**src/rtl/vagen_pkg.sv**
```systemverilog
package vagen_pkg;
  typedef enum logic [1:0] {
    AG_UNIT   = 2'd0,
    AG_STRIDE = 2'd1,
    AG_INDEX  = 2'd2,
    AG_RSVD   = 2'd3
  } ag_mode_e;
endpackage

```
**src/rtl/vagen_addr.sv**
```systemverilog
module vagen_addr #(
  parameter int ADDR_W    = 32,
  parameter int NUM_BANKS = 8,
  parameter int CNT_W     = 7,
  localparam int BANK_W   = $clog2(NUM_BANKS),
  localparam int OFF_W    = ADDR_W - BANK_W
) (
  input  vagen_pkg::ag_mode_e mode,
  input  logic [ADDR_W-1:0]   base,
  input  logic [ADDR_W-1:0]   acc,
  input  logic [CNT_W-1:0]    elem,
  input  logic [ADDR_W-1:0]   idx_val,
  output logic [ADDR_W-1:0]   addr,
  output logic [BANK_W-1:0]   bank,
  output logic [OFF_W-1:0]    offset
);
  import vagen_pkg::*;

  function automatic logic [BANK_W-1:0] bank_of(input logic [ADDR_W-1:0] a);
    return BANK_W'(a % NUM_BANKS);
  endfunction

  function automatic logic [OFF_W-1:0] offset_of(input logic [ADDR_W-1:0] a);
    return OFF_W'(a / NUM_BANKS);
  endfunction

  always_comb begin
    unique case (mode)
      AG_STRIDE: addr = acc;
      AG_INDEX:  addr = base + idx_val;
      default:   addr = base + ADDR_W'(elem);
    endcase
    bank   = bank_of(addr);
    offset = offset_of(addr);
  end
endmodule

```
**src/rtl/vagen_banks.sv**
```systemverilog
module vagen_banks #(
  parameter int NUM_BANKS = 8,
  parameter int BUSY_CYC  = 8,
  localparam int BANK_W   = $clog2(NUM_BANKS),
  localparam int CW       = $clog2(BUSY_CYC) + 1
) (
  input  logic              clk,
  input  logic              rst_n,
  input  logic              hit,
  input  logic [BANK_W-1:0] hit_bank,
  input  logic [BANK_W-1:0] query_bank,
  output logic              query_busy
);
  logic [NUM_BANKS-1:0] busy_vec;

  for (genvar b = 0; b < NUM_BANKS; b++) begin : g_bank
    logic [CW-1:0] left;
    always_ff @(posedge clk) begin
      if (!rst_n)
        left <= '0;
      else if (hit && hit_bank == BANK_W'(b))
        left <= CW'(BUSY_CYC - 1);
      else if (left != '0)
        left <= left - 1'b1;
    end
    assign busy_vec[b] = (left != '0);
  end

  assign query_busy = busy_vec[query_bank];
endmodule

```
**src/rtl/vec_agen.sv**
```systemverilog
module vec_agen #(
  parameter int ADDR_W    = 32,
  parameter int NUM_BANKS = 8,
  parameter int BUSY_CYC  = 8,
  parameter int MAX_VL    = 64,
  localparam int BANK_W   = $clog2(NUM_BANKS),
  localparam int OFF_W    = ADDR_W - BANK_W,
  localparam int CNT_W    = $clog2(MAX_VL + 1),
  localparam int VLEN_W   = CNT_W + 1
) (
  input  logic              clk,
  input  logic              rst_n,
  input  logic              start,
  input  logic [1:0]        mode,
  input  logic [ADDR_W-1:0] base,
  input  logic [ADDR_W-1:0] stride,
  input  logic [VLEN_W-1:0] vlen,
  input  logic [ADDR_W-1:0] idx_val,
  input  logic              stall,
  output logic              addr_valid,
  output logic [ADDR_W-1:0] addr,
  output logic [BANK_W-1:0] bank,
  output logic [OFF_W-1:0]  offset,
  output logic [CNT_W-1:0]  elem_idx,
  output logic              last,
  output logic              conflict,
  output logic              busy
);
  import vagen_pkg::*;

  localparam logic [VLEN_W-1:0] VL_CAP = VLEN_W'(MAX_VL);

  logic              active;
  ag_mode_e          mode_r;
  logic [ADDR_W-1:0] base_r, stride_r, acc_r;
  logic [CNT_W-1:0]  cnt_r, vl_r;
  logic [VLEN_W-1:0] vl_sat;
  logic              bank_busy, fire, final_elem, take_start;

  assign vl_sat     = (vlen > VL_CAP) ? VL_CAP : vlen;
  assign take_start = start && !active;
  assign conflict   = active && bank_busy;
  assign fire       = active && !stall && !bank_busy;
  assign final_elem = (cnt_r + 1'b1) == vl_r;

  always_ff @(posedge clk) begin
    if (!rst_n) begin
      active   <= 1'b0;
      mode_r   <= AG_UNIT;
      base_r   <= '0;
      stride_r <= '0;
      acc_r    <= '0;
      cnt_r    <= '0;
      vl_r     <= '0;
    end else if (take_start) begin
      active   <= (vl_sat != '0);
      mode_r   <= ag_mode_e'(mode);
      base_r   <= base;
      stride_r <= stride;
      acc_r    <= base;
      cnt_r    <= '0;
      vl_r     <= CNT_W'(vl_sat);
    end else if (fire) begin
      acc_r <= acc_r + stride_r;
      cnt_r <= cnt_r + 1'b1;
      if (final_elem) active <= 1'b0;
    end
  end

  vagen_addr #(
    .ADDR_W(ADDR_W), .NUM_BANKS(NUM_BANKS), .CNT_W(CNT_W)
  ) u_addr (
    .mode(mode_r), .base(base_r), .acc(acc_r), .elem(cnt_r),
    .idx_val(idx_val), .addr(addr), .bank(bank), .offset(offset)
  );

  vagen_banks #(
    .NUM_BANKS(NUM_BANKS), .BUSY_CYC(BUSY_CYC)
  ) u_banks (
    .clk(clk), .rst_n(rst_n), .hit(fire), .hit_bank(bank),
    .query_bank(bank), .query_busy(bank_busy)
  );

  assign addr_valid = fire;
  assign last       = fire && final_elem;
  assign elem_idx   = cnt_r;
  assign busy       = active;
endmodule

```
**config.mk**
```make
export PLATFORM = sky130hd
export DESIGN_NAME = vec_agen
export DESIGN_NICKNAME = d
export VERILOG_FILES = /design/src/rtl/vagen_pkg.sv /design/src/rtl/vagen_addr.sv /design/src/rtl/vagen_banks.sv /design/src/rtl/vec_agen.sv
export SDC_FILE = /design/constraint.sdc
export NUM_CORES = 1
export LEC_CHECK = 0
export CORE_MARGIN = 2
export CORE_UTILIZATION = 30
export DETAILED_ROUTE_END_ITERATION = 7
export GPL_TIMING_DRIVEN = 0
export HOLD_SLACK_MARGIN = 0.15
export PLACE_DENSITY_LB_ADDON = 0.25
export SYNTH_ARGS = -nofsm -noshare
export SYNTH_HDL_FRONTEND = slang
export SYNTH_SLANG_ARGS = --single-unit
export TNS_END_PERCENT = 100
```
**constraint.sdc**
```tcl
create_clock -name clk -period 5 [get_ports clk]
set_input_delay 1 -clock clk [delete_from_list [all_inputs] [get_ports clk]]
set_output_delay 1 -clock clk [all_outputs]
set_load 0.03 [all_outputs]
```
# == Word level (Yosys, flattened, before mapping) ==
# Cells that the tools add are included.
# totals
inputBits,110
out_inout_bits,75
wordCells,119
register_bits,145
# classes
eq_ne,10
addsub,12
magnitude_cmp,2
reduce_logical,46
mux,25
n_bitwise,1
# ops
operator,count
$add 32x32->32,2
$mux 32,2
$pmux 32 s2,1
$mux 3,16
$add 32x7->32,1
$reduce_bool 4->1,8
$sub 4x1->4 const B,8
$reduce_bool 2->1,10
$reduce_or 2->1,9
$logic_and 1x1->1,13
$eq 3x3->1 const B,4
$gt 8x7->1 const B,1
$mux 8,1
$reduce_bool 8->1,1
$add 7x1->7 const B,1
$eq 7x7->1,1
$eq 3x2->1 const B,2
$lt 3x4->1 const B,1
$mux 1,4
$bmux 1 s3,1
$eq 3x1->1 const B,1
$logic_not 1->1,3
$logic_not 3->1,1
$eq 2x1->1 const B,1
3 further kinds,3

# == Longest topological paths before layout ==
# Gate-level depths: netlist of run 1.
# logic_depth
word_depth,8
ltp_mapped,17
mapped_depth_nobuf,14

# == Hierarchy ==
# From an unflattened synthesis of run 1, not the netlist that was laid out.
# hier_totals
cells_unflattened,1356
hier_area_um2,10654.0
# by_module_without_submodules
mod,n_inst,cells_per_inst,area_each_um2
vec_agen,1,757,6072.1
vagen_addr,1,405,2725.1
vagen_banks,1,194,1856.8

# == Worst setup path before layout of run 1 ==
# Ideal clock, no wire load.
# synth_timing
path_kind,reg-to-output
from,register mode_r[1]
to,output port offset[25]
path_slack_ns,-0.724
arrival_ns,4.724
t_required_ns,4.000
n_path_buf,3
stages_incl_launch_ff,17
cell_sequence,dfxtp_1 > buf_2 > nor2b_1 > clkbuf_1 > mux2_2 > ha_1 > fa_1 > a21o_1 > a41oi_1 > a311oi_1 > o41ai_2 > o21ai_1 > a31oi_1 > a311oi_2 > and3_1 > nor3_1 > buf_4
# synth_via
elab_chain_len,2
# synth_rtl
item,line,rtl
start: declaration,vec_agen.sv:34,ag_mode_e mode_r;
start signal: assignment,vec_agen.sv:57,mode_r <= ag_mode_e'(mode);
$eq 2x2->1 or $eq 2x1->1 (tied branches),vagen_addr.sv:28,unique case (mode)
$pmux 32 s2 *,vagen_addr.sv:28,
end: declaration,vec_agen.sv:23,"output logic [OFF_W-1:0] offset,"
# Mark *: on every way between the ends. The rest lies on a longest branch, timed or not.

# == Worst setup path in the final report of run 1 ==
# layout_timing
from,input port idx_val[0]
to,output port offset[25]
# layout_via
elab_chain_len,2
# layout_rtl
item,line,rtl
start: declaration,vec_agen.sv:18,"input logic [ADDR_W-1:0] idx_val,"
$add 32x32->32,vagen_addr.sv:30,AG_INDEX: addr = base + idx_val;
$pmux 32 s2,vagen_addr.sv:28,
# No other way between the ends.

==> metrics.txt, run 1 <==
# TYPE chip_impl_metric gauge
chip_impl_metric{name="grt_pass1_vias",unit=""} 9624
chip_impl_metric{name="grt_use_met3",unit="%"} 2.37
chip_impl_metric{name="reg2reg_slack",unit="ns"} 1.26
chip_impl_metric{name="dr_total_vias",unit=""} 10200
chip_impl_metric{name="finalMaxSlewViolations",unit=""} 0
chip_impl_metric{name="seq_area_frac_synth",unit="%"} 29.2
chip_impl_metric{name="grtUsageTotal",unit="%"} 20.5
chip_impl_metric{name="final_min_period_over_clock_period",unit="%"} 104
chip_impl_info{name="min_path_type",value="register to register"} 1
chip_impl_metric{name="grt.met2_usage",unit="%"} 33.8
chip_impl_info{name="beginning_of_the_critical_path",value="idx_val[0]"} 1
chip_impl_metric{name="cts_made_buffers",unit=""} 17
chip_impl_metric{name="yosysWarnings",unit=""} 0
chip_impl_metric{name="gp_congestion",unit=""} 0.921
chip_impl_metric{name="top_level_port_count",unit=""} 185
chip_impl_metric{name="max_clock_freq",unit="MHz"} 193
chip_impl_metric{name="synth_fp_nets",unit=""} 1493
chip_impl_info{name="hold_end",value="stride_r[8]"} 1
chip_impl_metric{name="synth_cell_type_count",unit=""} 74
chip_impl_metric{name="critical_path_peak_fanout",unit=""} 4
chip_impl_metric{name="timing.critical_path.required",unit="ns"} 4.00
chip_impl_metric{name="drt-total-wl",unit="um"} 36200
chip_impl_info{name="nature_of_the_critical_path_startpoint",value="input port"} 1
chip_impl_metric{name="clkSlewWorstSetupHoldPaths",unit="ns"} 0.07
chip_impl_info{name="busiest_layer",value="met2"} 1
chip_impl_metric{name="port_buffer_count",unit=""} 184
chip_impl_metric{name="antenna_found_initial",unit=""} 1
chip_impl_metric{name="layout_min_cycle_time",unit="ns"} 5.18
chip_impl_metric{name="die_area",unit="sq um"} 34600
chip_impl_metric{name="postSynthAreaPerCell",unit="sq um"} 7.59
chip_impl_metric{name="p_clk_share",unit="%"} 28.7
chip_impl_metric{name="worst_skew_pair.late_latency",unit="ns"} 0.44
chip_impl_metric{name="fin_tns_setup",unit="ns"} -1.32
chip_impl_info{name="synth-main-ff-cell",value="sky130_fd_sc_hd__dfxtp_1"} 1
chip_impl_metric{name="holdPathStages",unit=""} 2
chip_impl_metric{name="die_height",unit="um"} 186
chip_impl_metric{name="total_leakage_power",unit="nW"} 5.66
chip_impl_metric{name="sequentialPowerShare",unit="%"} 32.7
chip_impl_metric{name="initial_core_util",unit="%"} 30.5
chip_impl_info{name="tritoncts",value="yes"} 1
chip_impl_metric{name="power-per-cell-area",unit="nW/um^2"} 325
chip_impl_info{name="reg2reg_end",value="acc_r[23]"} 1
chip_impl_metric{name="worst-endpoint-arrival",unit="ns"} 4.18
chip_impl_metric{name="worst_slew_margin_rel",unit="%"} 41.3
chip_impl_metric{name="final-setup-viol-count",unit=""} 16
chip_impl_metric{name="final_antenna_net_count",unit=""} 0
chip_impl_info{name="violated_checks",value="DRC, setup timing"} 1
chip_impl_info{name="critical_path.slowest_cell",value="sky130_fd_sc_hd__fa_2"} 1
chip_impl_metric{name="synthArstFlopShare",unit="%"} 0
chip_impl_metric{name="post_dr_vias_cell",unit=""} 5.09
chip_impl_metric{name="drcViolationCount",unit=""} 1
chip_impl_metric{name="grt_use_met1",unit="%"} 27.5
chip_impl_metric{name="initialDrtViolationCount",unit=""} 629
chip_impl_info{name="critPathKind",value="input port to output port"} 1
chip_impl_info{name="path_cells",value="clkdlybuf4s15_1 > mux2_4 > ha_4 > fa_2 > a21o_1 > a41oi_4 > a311oi_4 > o41ai_4 > buf_4 > o21ai_4 > a31oi_4 > a311oi_4 > and3_4 > nor3_4 > buf_6 > buf_6"} 1
chip_impl_metric{name="finalHoldViolCount",unit=""} 0
chip_impl_metric{name="ys_ff_latch",unit=""} 145
chip_impl_metric{name="core.rowCount",unit=""} 66
chip_impl_info{name="rsz0062_at_grt",value="yes"} 1
chip_impl_metric{name="detailedPlacementHpwl",unit="um"} 28600
chip_impl_metric{name="grt_start_max_net_pins",unit=""} 20
chip_impl_metric{name="dp_slack",unit="ns"} -1.30
chip_impl_metric{name="worstPathBufferInverterCount",unit=""} 4
chip_impl_metric{name="firstDrtPassIters",unit=""} 8
chip_impl_metric{name="p_comb_share",unit="%"} 38.5
chip_impl_metric{name="fillerInstances",unit=""} 3323
chip_impl_metric{name="design.final.nets",unit=""} 1727
chip_impl_metric{name="drv.max_cap_violation_count",unit=""} 0
chip_impl_metric{name="placeable_core_region",unit="sq um"} 32600
chip_impl_metric{name="post_synth_instance_area",unit="sq um"} 9950
chip_impl_metric{name="ir_drop",unit="mV"} 0.262
chip_impl_metric{name="timing.final.ws_setup",unit="ns"} -0.177
chip_impl_metric{name="total_overflow_reported_by_the_global_router",unit=""} 0
chip_impl_metric{name="power_switching_share",unit="%"} 37.0
chip_impl_info{name="timing.critical_path.max_delay_family",value="compound AO/OA/AOI/OAI gates"} 1
chip_impl_info{name="timing.critical_path.to_type",value="output port"} 1
chip_impl_metric{name="edff_count_synth",unit=""} 0
chip_impl_metric{name="final_util",unit="%"} 42.4
chip_impl_metric{name="timing.clock.skew",unit="ns"} 0.0134
chip_impl_metric{name="clock-sinks",unit=""} 145
chip_impl_info{name="worst_flop_to_flop_path_startpoint",value="mode_r[1]"} 1
chip_impl_metric{name="cellInternalPower",unit="mW"} 2.83
chip_impl_info{name="cts_root_buf",value="sky130_fd_sc_hd__clkbuf_16"} 1
chip_impl_metric{name="multi_input_gate_area_in_the_final_layout",unit="sq um"} 7030
chip_impl_metric{name="worst_path_largest_cell_delay",unit="ns"} 0.34
chip_impl_metric{name="cells_after_synthesis",unit=""} 1310
chip_impl_metric{name="floorplan.die.width",unit="um"} 186
chip_impl_metric{name="drive_gt1_share",unit="%"} 17.2
chip_impl_metric{name="ctsLongestPathBuffers",unit=""} 2
chip_impl_metric{name="least_margin_pin_slew",unit="ns"} 0.880
chip_impl_metric{name="grt_first_pass_wirelength",unit="um"} 53900
chip_impl_metric{name="synthToLayoutAreaGrowth",unit="%"} 39.0
chip_impl_info{name="worstHoldStart",value="stride_r[8]"} 1
chip_impl_info{name="run_status",value="complete, but fails checks"} 1
chip_impl_metric{name="wl_per_cell",unit="um"} 18.1
chip_impl_metric{name="htree_levels",unit=""} 4
chip_impl_metric{name="worst-r2r-cell-count",unit=""} 16
chip_impl_metric{name="ff_latch_area",unit="sq um"} 2910
chip_impl_metric{name="power.net_switching",unit="mW"} 1.66
## placed cells by master, fill, tap and decap left out, drive strengths merged, types with 12 or more instances in the layout
master         count
o21ai             46
inv               46
clkbuf            66
o21a              12
nand2            236
or3               13
o221ai            14
ha                71
clkdlybuf4s50    127
and2              27
a31oi             12
xnor2             44
xor2              27
nor2              98
nand3             19
mux2              18
o211ai            17
a21oi            182
nor3              29
dfxtp            145
buf              109
a21o              25
## flip-flops by register name, summed over array words and instances (netlist names)
register and count:
u_banks.g_bank.left 32, vl_r 7, stride_r 32, acc_r 32, base_r 32, busy 1
elem_idx 7, mode_r 2
## layer usage
layer,part of all wire (%),wire length (um)
met5,0,0
met4,3.0,1100
met3,4.8,1740
met2,47,16900
met1,46,16500
## Yosys cell counts, types with 18 or more instances
cell type	count	share of area (%)
sky130_fd_sc_hd__o21ai_0	43	2.2
sky130_fd_sc_hd__nor2_1	98	3.7
sky130_fd_sc_hd__a21o_1	24	1.8
sky130_fd_sc_hd__nand2_1	236	8.9
sky130_fd_sc_hd__xnor2_1	44	3.9
sky130_fd_sc_hd__mux2_2	18	2.0
sky130_fd_sc_hd__nor3_1	29	1.5
sky130_fd_sc_hd__inv_1	39	1.5
sky130_fd_sc_hd__and2_1	26	1.6
sky130_fd_sc_hd__nand3_1	19	0.96
sky130_fd_sc_hd__dfxtp_1	145	29
sky130_fd_sc_hd__a21oi_1	180	9.1
sky130_fd_sc_hd__ha_1	71	8.9
sky130_fd_sc_hd__xor2_1	27	2.4
sky130_fd_sc_hd__buf_4	34	2.6
sky130_fd_sc_hd__clkbuf_1	43	1.6
## per-stage QoR
stage | cells | total power, mW | instance area [sq um] | hold WS [ns]
2_1_floorplan | 1310 | 2.62 | 10000 | 0.441
3_3_place_gp | 1936 | 3.13 | 12400 | 0.452
3_5_place_dp | 1936 | 3.16 | 12400 | 0.454
4_1_cts | 1986 | 4.48 | 13500 | 0.466
5_1_grt | 2000 | 4.74 | 13800 | 0.481
6_report | 2000 | 4.49 | 13800 | 0.461
## how the worst max path moves through the flow
stage / endpoint / slack (ns) / cells after the start
2_1_floorplan: offset[20] / 0.008 / 12
3_3_place_gp: offset[25] / -1.34 / 15
3_5_place_dp: offset[25] / -1.30 / 15
4_1_cts: offset[28] / -0.24 / 17
5_1_grt: offset[25] / -0.35 / 17
6_report: offset[25] / -0.18 / 16
## tightest hold or removal path, stage by stage (launching register included)
cell and delay (ns):
sky130_fd_sc_hd__dfxtp_1 0.31, sky130_fd_sc_hd__nand2_1 0.05, sky130_fd_sc_hd__a21oi_1 0.05
## what timing repair did
item,CTS,global route
gates resized for setup,287,70
endpoints found under the hold margin,0,0
pin swaps,39,39
endpoints found under the setup margin,59,44
hold buffers,0,0
buffers inserted,20,14
## power groups by stage
| stage | Clock [mW] | Sequential [mW] | Combinational, mW |
|---|---|---|---|
| 3_5_place_dp | 0 | 1.49 | 1.67 |
| 6_report | 1.29 | 1.47 | 1.73 |
| 4_1_cts | 1.30 | 1.47 | 1.71 |
| 3_3_place_gp | 0 | 1.49 | 1.64 |
| 2_1_floorplan | 0 | 1.44 | 1.18 |
| 5_1_grt | 1.34 | 1.49 | 1.91 |
## final cells by class
| type | instances | share of cell area (%) |
|---|---|---|
| buffer | 87 | 3.54 |
| clock inverter | 12 | 0.878 |
| timing repair buffer | 218 | 15.2 |
| tap | 442 | 4.00 |
| multi-input combinational | 1034 | 50.9 |
| clock buffer | 20 | 3.37 |
| sequential | 145 | 21.0 |
| antenna | 1 | 0.0181 |
| inverter | 41 | 1.11 |
## logic make-up after synthesis
| group | count (synthesis) | share of synthesized area (%) |
|---|---|---|
| buffers and inverters | 131 | 6.33 |
| adders and majority gates | 73 | 9.33 |
| DFF | 145 | 29.2 |
| AOI/OAI and AO/OA | 370 | 23.4 |
| muxes | 28 | 3.04 |
| xor gates and xnor gates | 71 | 6.25 |
| and+or+nand+nor | 492 | 22.5 |
Power figures use the tool's default switching activity.
==> inputs of run 2 (changes only) <==
--- a/config.mk
+++ b/config.mk
@@ -13,5 +13,6 @@
 export PLACE_DENSITY_LB_ADDON = 0.25
 export SYNTH_ARGS = -nofsm -noshare
 export SYNTH_HDL_FRONTEND = slang
+export SYNTH_HIERARCHICAL = 1
 export SYNTH_SLANG_ARGS = --single-unit
 export TNS_END_PERCENT = 100
==> run 2 against run 1 <==
Effect of this change:
- worst setup slack better by 0.048 ns
- via count up 2.7%
- sequential power about the same
- power up 5.0%
- register-to-register slack worse by 0.77 ns
- die area up 7.0%
- wire length up 1.8%
- count of clock-buffer cells in the layout down 1
- the flow finishes with violations (setup timing)
- critical path depth up 2
- critical path type is now register to output port
==> metrics.txt, run 2 <==
# TYPE chip_impl_metric gauge
chip_impl_info{name="run_status",value="complete, but fails checks"} 1
chip_impl_info{name="violated_checks",value="setup timing"} 1
chip_impl_metric{name="place_area",unit="sq um"} 13100
chip_impl_info{name="worst_flop_to_flop_path_startpoint",value="mode_r[1]"} 1
chip_impl_metric{name="core.rowCount",unit=""} 69
chip_impl_metric{name="drv.max_cap_violation_count",unit=""} 0
chip_impl_info{name="cts_root_buf",value="sky130_fd_sc_hd__clkbuf_16"} 1
chip_impl_metric{name="detailedPlacementHpwl",unit="um"} 28900
chip_impl_info{name="beginning_of_the_critical_path",value="mode_r[1]"} 1
chip_impl_metric{name="port_buffer_count",unit=""} 184
chip_impl_metric{name="power-per-cell-area",unit="nW/um^2"} 329
chip_impl_metric{name="synthArstFlopShare",unit="%"} 0
chip_impl_metric{name="worst-endpoint-arrival",unit="ns"} 4.13
chip_impl_info{name="synth.most_common_cell",value="sky130_fd_sc_hd__nand2_1"} 1
chip_impl_metric{name="grtUsageTotal",unit="%"} 19.7
chip_impl_metric{name="cts_made_buffers",unit=""} 17
chip_impl_metric{name="cells_after_synthesis",unit=""} 1356
chip_impl_info{name="mostFrequentLayoutCells",value="234 x sky130_fd_sc_hd__nand2_1, 144 x sky130_fd_sc_hd__dfxtp_1, 130 x sky130_fd_sc_hd__clkdlybuf4s50_1, 88 x sky130_fd_sc_hd__a21boi_0, 82 x sky130_fd_sc_hd__a21oi_1"} 1
chip_impl_metric{name="drcViolationCount",unit=""} 0
chip_impl_metric{name="ir_drop",unit="mV"} 0.194
chip_impl_metric{name="placeable_core_region",unit="sq um"} 35300
chip_impl_metric{name="seq_area_frac_synth",unit="%"} 27.2
chip_impl_metric{name="synth_mux_area_share",unit="%"} 3.18
chip_impl_metric{name="numPlacedInstances",unit=""} 2001
chip_impl_metric{name="htree_levels",unit=""} 4
chip_impl_metric{name="antenna_found_initial",unit=""} 0
chip_impl_metric{name="die_height",unit="um"} 192
chip_impl_info{name="rsz0062_at_grt",value="yes"} 1
chip_impl_metric{name="final_min_period_over_clock_period",unit="%"} 103
chip_impl_metric{name="timing.final.ws_setup",unit="ns"} -0.129
chip_impl_metric{name="finalPower",unit="mW"} 4.72
chip_impl_info{name="synth-main-ff-cell",value="sky130_fd_sc_hd__dfxtp_1"} 1
chip_impl_info{name="critPathKind",value="register to output port"} 1
chip_impl_metric{name="post_synth_and_or_nand_nor_area_fraction",unit="%"} 21.5
chip_impl_info{name="timing.critical_path.to_type",value="output port"} 1
chip_impl_metric{name="top_level_port_count",unit=""} 185
chip_impl_metric{name="post_synthesis_adder_cell_area_fraction",unit="%"} 9.65
chip_impl_info{name="hold_end",value="stride_r[16]"} 1
chip_impl_metric{name="synth_compound_area_share",unit="%"} 25.4
chip_impl_metric{name="final_design_area_no_fill",unit="sq um"} 14300
chip_impl_metric{name="worst_path_largest_cell_delay",unit="ns"} 0.45
chip_impl_metric{name="synthToLayoutAreaGrowth",unit="%"} 34.6
chip_impl_metric{name="dr_total_vias",unit=""} 10500
chip_impl_info{name="path_cells",value="nor2b_4 > buf_8 > mux2_4 > ha_4 > inv_2 > fa_2 > a21oi_4 > buf_8 > nor4bb_4 > mux4_2 > o2111ai_4 > nor2_4 > nand2_8 > clkinv_8 > nand3_4 > nor4_4 > buf_4 > buf_6"} 1
chip_impl_metric{name="wl_per_cell",unit="um"} 17.9
chip_impl_metric{name="num_antenna_cells",unit=""} 0
chip_impl_metric{name="grt_pass1_vias",unit=""} 9804
chip_impl_metric{name="synth_fp_nets",unit=""} 1547
chip_impl_metric{name="design.final.nets",unit=""} 1779
chip_impl_metric{name="gp_congestion",unit=""} 0.916
chip_impl_metric{name="critical_path_peak_fanout",unit=""} 7
chip_impl_metric{name="clock-sinks",unit=""} 145
chip_impl_metric{name="postSynthAreaPerCell",unit="sq um"} 7.86
chip_impl_metric{name="finalHoldViolCount",unit=""} 0
chip_impl_metric{name="post_synth_instance_area",unit="sq um"} 10700
chip_impl_metric{name="fin_tns_setup",unit="ns"} -0.211
chip_impl_metric{name="ys_ff_latch",unit=""} 145
chip_impl_info{name="synth_top_family_by_area",value="compound AO/OA/AOI/OAI gates"} 1
chip_impl_metric{name="finalMaxSlewViolations",unit=""} 0
chip_impl_metric{name="final-setup-viol-count",unit=""} 2
chip_impl_metric{name="clkSlewWorstSetupHoldPaths",unit="ns"} 0.06
chip_impl_metric{name="final_util",unit="%"} 40.6
chip_impl_metric{name="final_antenna_net_count",unit=""} 0
chip_impl_metric{name="die_area",unit="sq um"} 37000
chip_impl_metric{name="timing.clock.skew",unit="ns"} 0.0169
chip_impl_metric{name="holdPathStages",unit=""} 2
chip_impl_metric{name="post_dr_vias_cell",unit=""} 5.07
chip_impl_metric{name="yosysWarnings",unit=""} 6
chip_impl_info{name="critical_path.slowest_cell",value="sky130_fd_sc_hd__fa_2"} 1
chip_impl_metric{name="floorplan.die.width",unit="um"} 192
chip_impl_metric{name="grt_first_pass_wirelength",unit="um"} 55500
chip_impl_metric{name="drive_gt1_share",unit="%"} 14.6
chip_impl_metric{name="synth_cell_type_count",unit=""} 87
chip_impl_metric{name="worst_skew_pair.late_latency",unit="ns"} 0.45
chip_impl_info{name="worstHoldStart",value="stride_r[16]"} 1
chip_impl_info{name="tritoncts",value="yes"} 1
chip_impl_metric{name="drt-total-wl",unit="um"} 36900
chip_impl_info{name="final_common_cell",value="sky130_fd_sc_hd__nand2_1"} 1
chip_impl_metric{name="reg2reg_slack",unit="ns"} 0.49
chip_impl_metric{name="worst-r2r-cell-count",unit=""} 21
chip_impl_metric{name="layout_min_cycle_time",unit="ns"} 5.13
chip_impl_metric{name="initialDrtViolationCount",unit=""} 551
chip_impl_metric{name="synth_xor_xnor_area_share",unit="%"} 6.66
chip_impl_info{name="synth.top_cells.by_count",value="235 x sky130_fd_sc_hd__nand2_1, 145 x sky130_fd_sc_hd__dfxtp_1, 93 x sky130_fd_sc_hd__a21oi_1"} 1
chip_impl_info{name="nature_of_the_critical_path_startpoint",value="register"} 1
chip_impl_metric{name="firstDrtPassIters",unit=""} 5
chip_impl_metric{name="worstPathBufferInverterCount",unit=""} 6
chip_impl_metric{name="edff_count_synth",unit=""} 0
chip_impl_metric{name="total_overflow_reported_by_the_global_router",unit=""} 0
chip_impl_info{name="timing.critical_path.max_delay_family",value="simple AND/OR/NAND/NOR gates"} 1
chip_impl_metric{name="ctsLongestPathBuffers",unit=""} 2
chip_impl_info{name="yosysTopAreaCell",value="sky130_fd_sc_hd__dfxtp_1"} 1
chip_impl_metric{name="least_margin_pin_slew",unit="ns"} 0.909
chip_impl_metric{name="initial_core_util",unit="%"} 30.2
chip_impl_metric{name="max_clock_freq",unit="MHz"} 195
chip_impl_metric{name="worst_slew_margin_rel",unit="%"} 39.4
chip_impl_info{name="critPathMostFrequentCell",value="sky130_fd_sc_hd__buf_8"} 1
chip_impl_info{name="min_path_type",value="register to register"} 1
chip_impl_metric{name="synth_largest_type_area_fraction",unit="%"} 27.2
chip_impl_metric{name="grt_start_max_net_pins",unit=""} 17
chip_impl_metric{name="timing.critical_path.required",unit="ns"} 4.00
chip_impl_metric{name="fillerInstances",unit=""} 3660
chip_impl_metric{name="finalNonFillerCells",unit=""} 2062
chip_impl_metric{name="ctsHoldBuffers",unit=""} 0
chip_impl_info{name="netlist_top_cells_area",value="sky130_fd_sc_hd__dfxtp_1 27%, sky130_fd_sc_hd__ha_1 9.3%, sky130_fd_sc_hd__nand2_1 8.3%, sky130_fd_sc_hd__a21boi_0 6.2%, sky130_fd_sc_hd__a21oi_1 4.4%"} 1
chip_impl_metric{name="total_leakage_power",unit="nW"} 5.96
chip_impl_info{name="reg2reg_end",value="u_banks/g_bank[2].left[2]"} 1
-- run 2: cell types whose count changed after synthesis, sizes merged, moves of 13 or more --
cell,before,now
a21boi,0,90
a21oi,182,98
clkbuf,43,56
nor2,98,75
o21ai,46,77
-- run 2: where the power goes --
| part | switching, mW | total, mW | internal, mW |
|---|---|---|---|
| Combinational | 0.970 | 1.85 | 0.880 |
| Clock | 0.554 | 1.37 | 0.821 |
| Sequential | 0.163 | 1.50 | 1.33 |
| Total | 1.69 | 4.72 | 3.03 |
-- run 2: worst reg2reg max path: stages, from the launching register on --
cell	delay (ns)
sky130_fd_sc_hd__dfxtp_2	0.36
sky130_fd_sc_hd__nor2b_4	0.26
sky130_fd_sc_hd__buf_8	0.17
sky130_fd_sc_hd__mux2_4	0.33
sky130_fd_sc_hd__ha_4	0.17
sky130_fd_sc_hd__inv_2	0.05
sky130_fd_sc_hd__fa_2	0.45
sky130_fd_sc_hd__a21oi_4	0.20
sky130_fd_sc_hd__buf_8	0.15
sky130_fd_sc_hd__nor4bb_4	0.24
sky130_fd_sc_hd__mux4_2	0.31
sky130_fd_sc_hd__o2111ai_4	0.13
sky130_fd_sc_hd__nor2_4	0.21
sky130_fd_sc_hd__nand2_8	0.09
sky130_fd_sc_hd__clkinv_8	0.08
sky130_fd_sc_hd__buf_4	0.11
sky130_fd_sc_hd__buf_12	0.10
sky130_fd_sc_hd__buf_12	0.11
sky130_fd_sc_hd__buf_4	0.17
sky130_fd_sc_hd__nand2b_1	0.12
sky130_fd_sc_hd__nor3b_1	0.45
sky130_fd_sc_hd__o21a_1	0.21
-- run 2: timing repair --
action	4_1_cts	5_1_grt
endpoints found under the setup margin	137	43
pin swaps	23	20
gates cloned	0	1
resized for setup	197	55
buffers inserted	21	9
-- run 2: cell type report --
type	count	area (sq um)	share of cell area, %
inverters	38	155	1.08
flip-flops and latches	145	2900	20.3
repair buffers	215	2020	14.1
clock buffers	19	453	3.16
plain buffers	99	588	4.10
clock inverters	13	174	1.21
multi-input cells	1072	7470	52.1
well taps	461	577	4.02
-- run 2: worst max-delay path by stage --
stage | end | slack, ns | depth (start not counted)
CTS | last | -0.34 | 18
global route | last | -0.32 | 18
detailed placement | addr_valid | -2.53 | 17
floorplan | last | -0.05 | 14
finish | last | -0.13 | 18
global placement | addr_valid | -2.44 | 17
-- run 2: cells by family after synthesis --
logic type / count (synthesis)
compound gates: 398
xor+xnor: 81
fa+ha+maj: 81
buf+inv: 139
flops: 145
mux: 31
simple gates: 481
-- run 2: stage by stage --
| step | setup WS, ns | hold slack, ns |
|---|---|---|
| after floorplan | -0.0456 | 0.448 |
| after global placement | -2.44 | 0.458 |
| after detailed placement | -2.53 | 0.464 |
| after CTS | -0.342 | 0.476 |
| after global routing | -0.320 | 0.492 |
| final | -0.129 | 0.472 |
-- run 2: per-layer routing --
| layer | vias to the layer above | part of all wire [%] | GRT usage [%] |
|---|---|---|---|
| met5 | - | 0 | 0 |
| met4 | 0 | 2.0 | 5.73 |
| met3 | 39 | 4.8 | 2.67 |
| met2 | 288 | 47 | 33.3 |
| met1 | 4917 | 47 | 26.1 |
| li1 | 5210 | - | - |
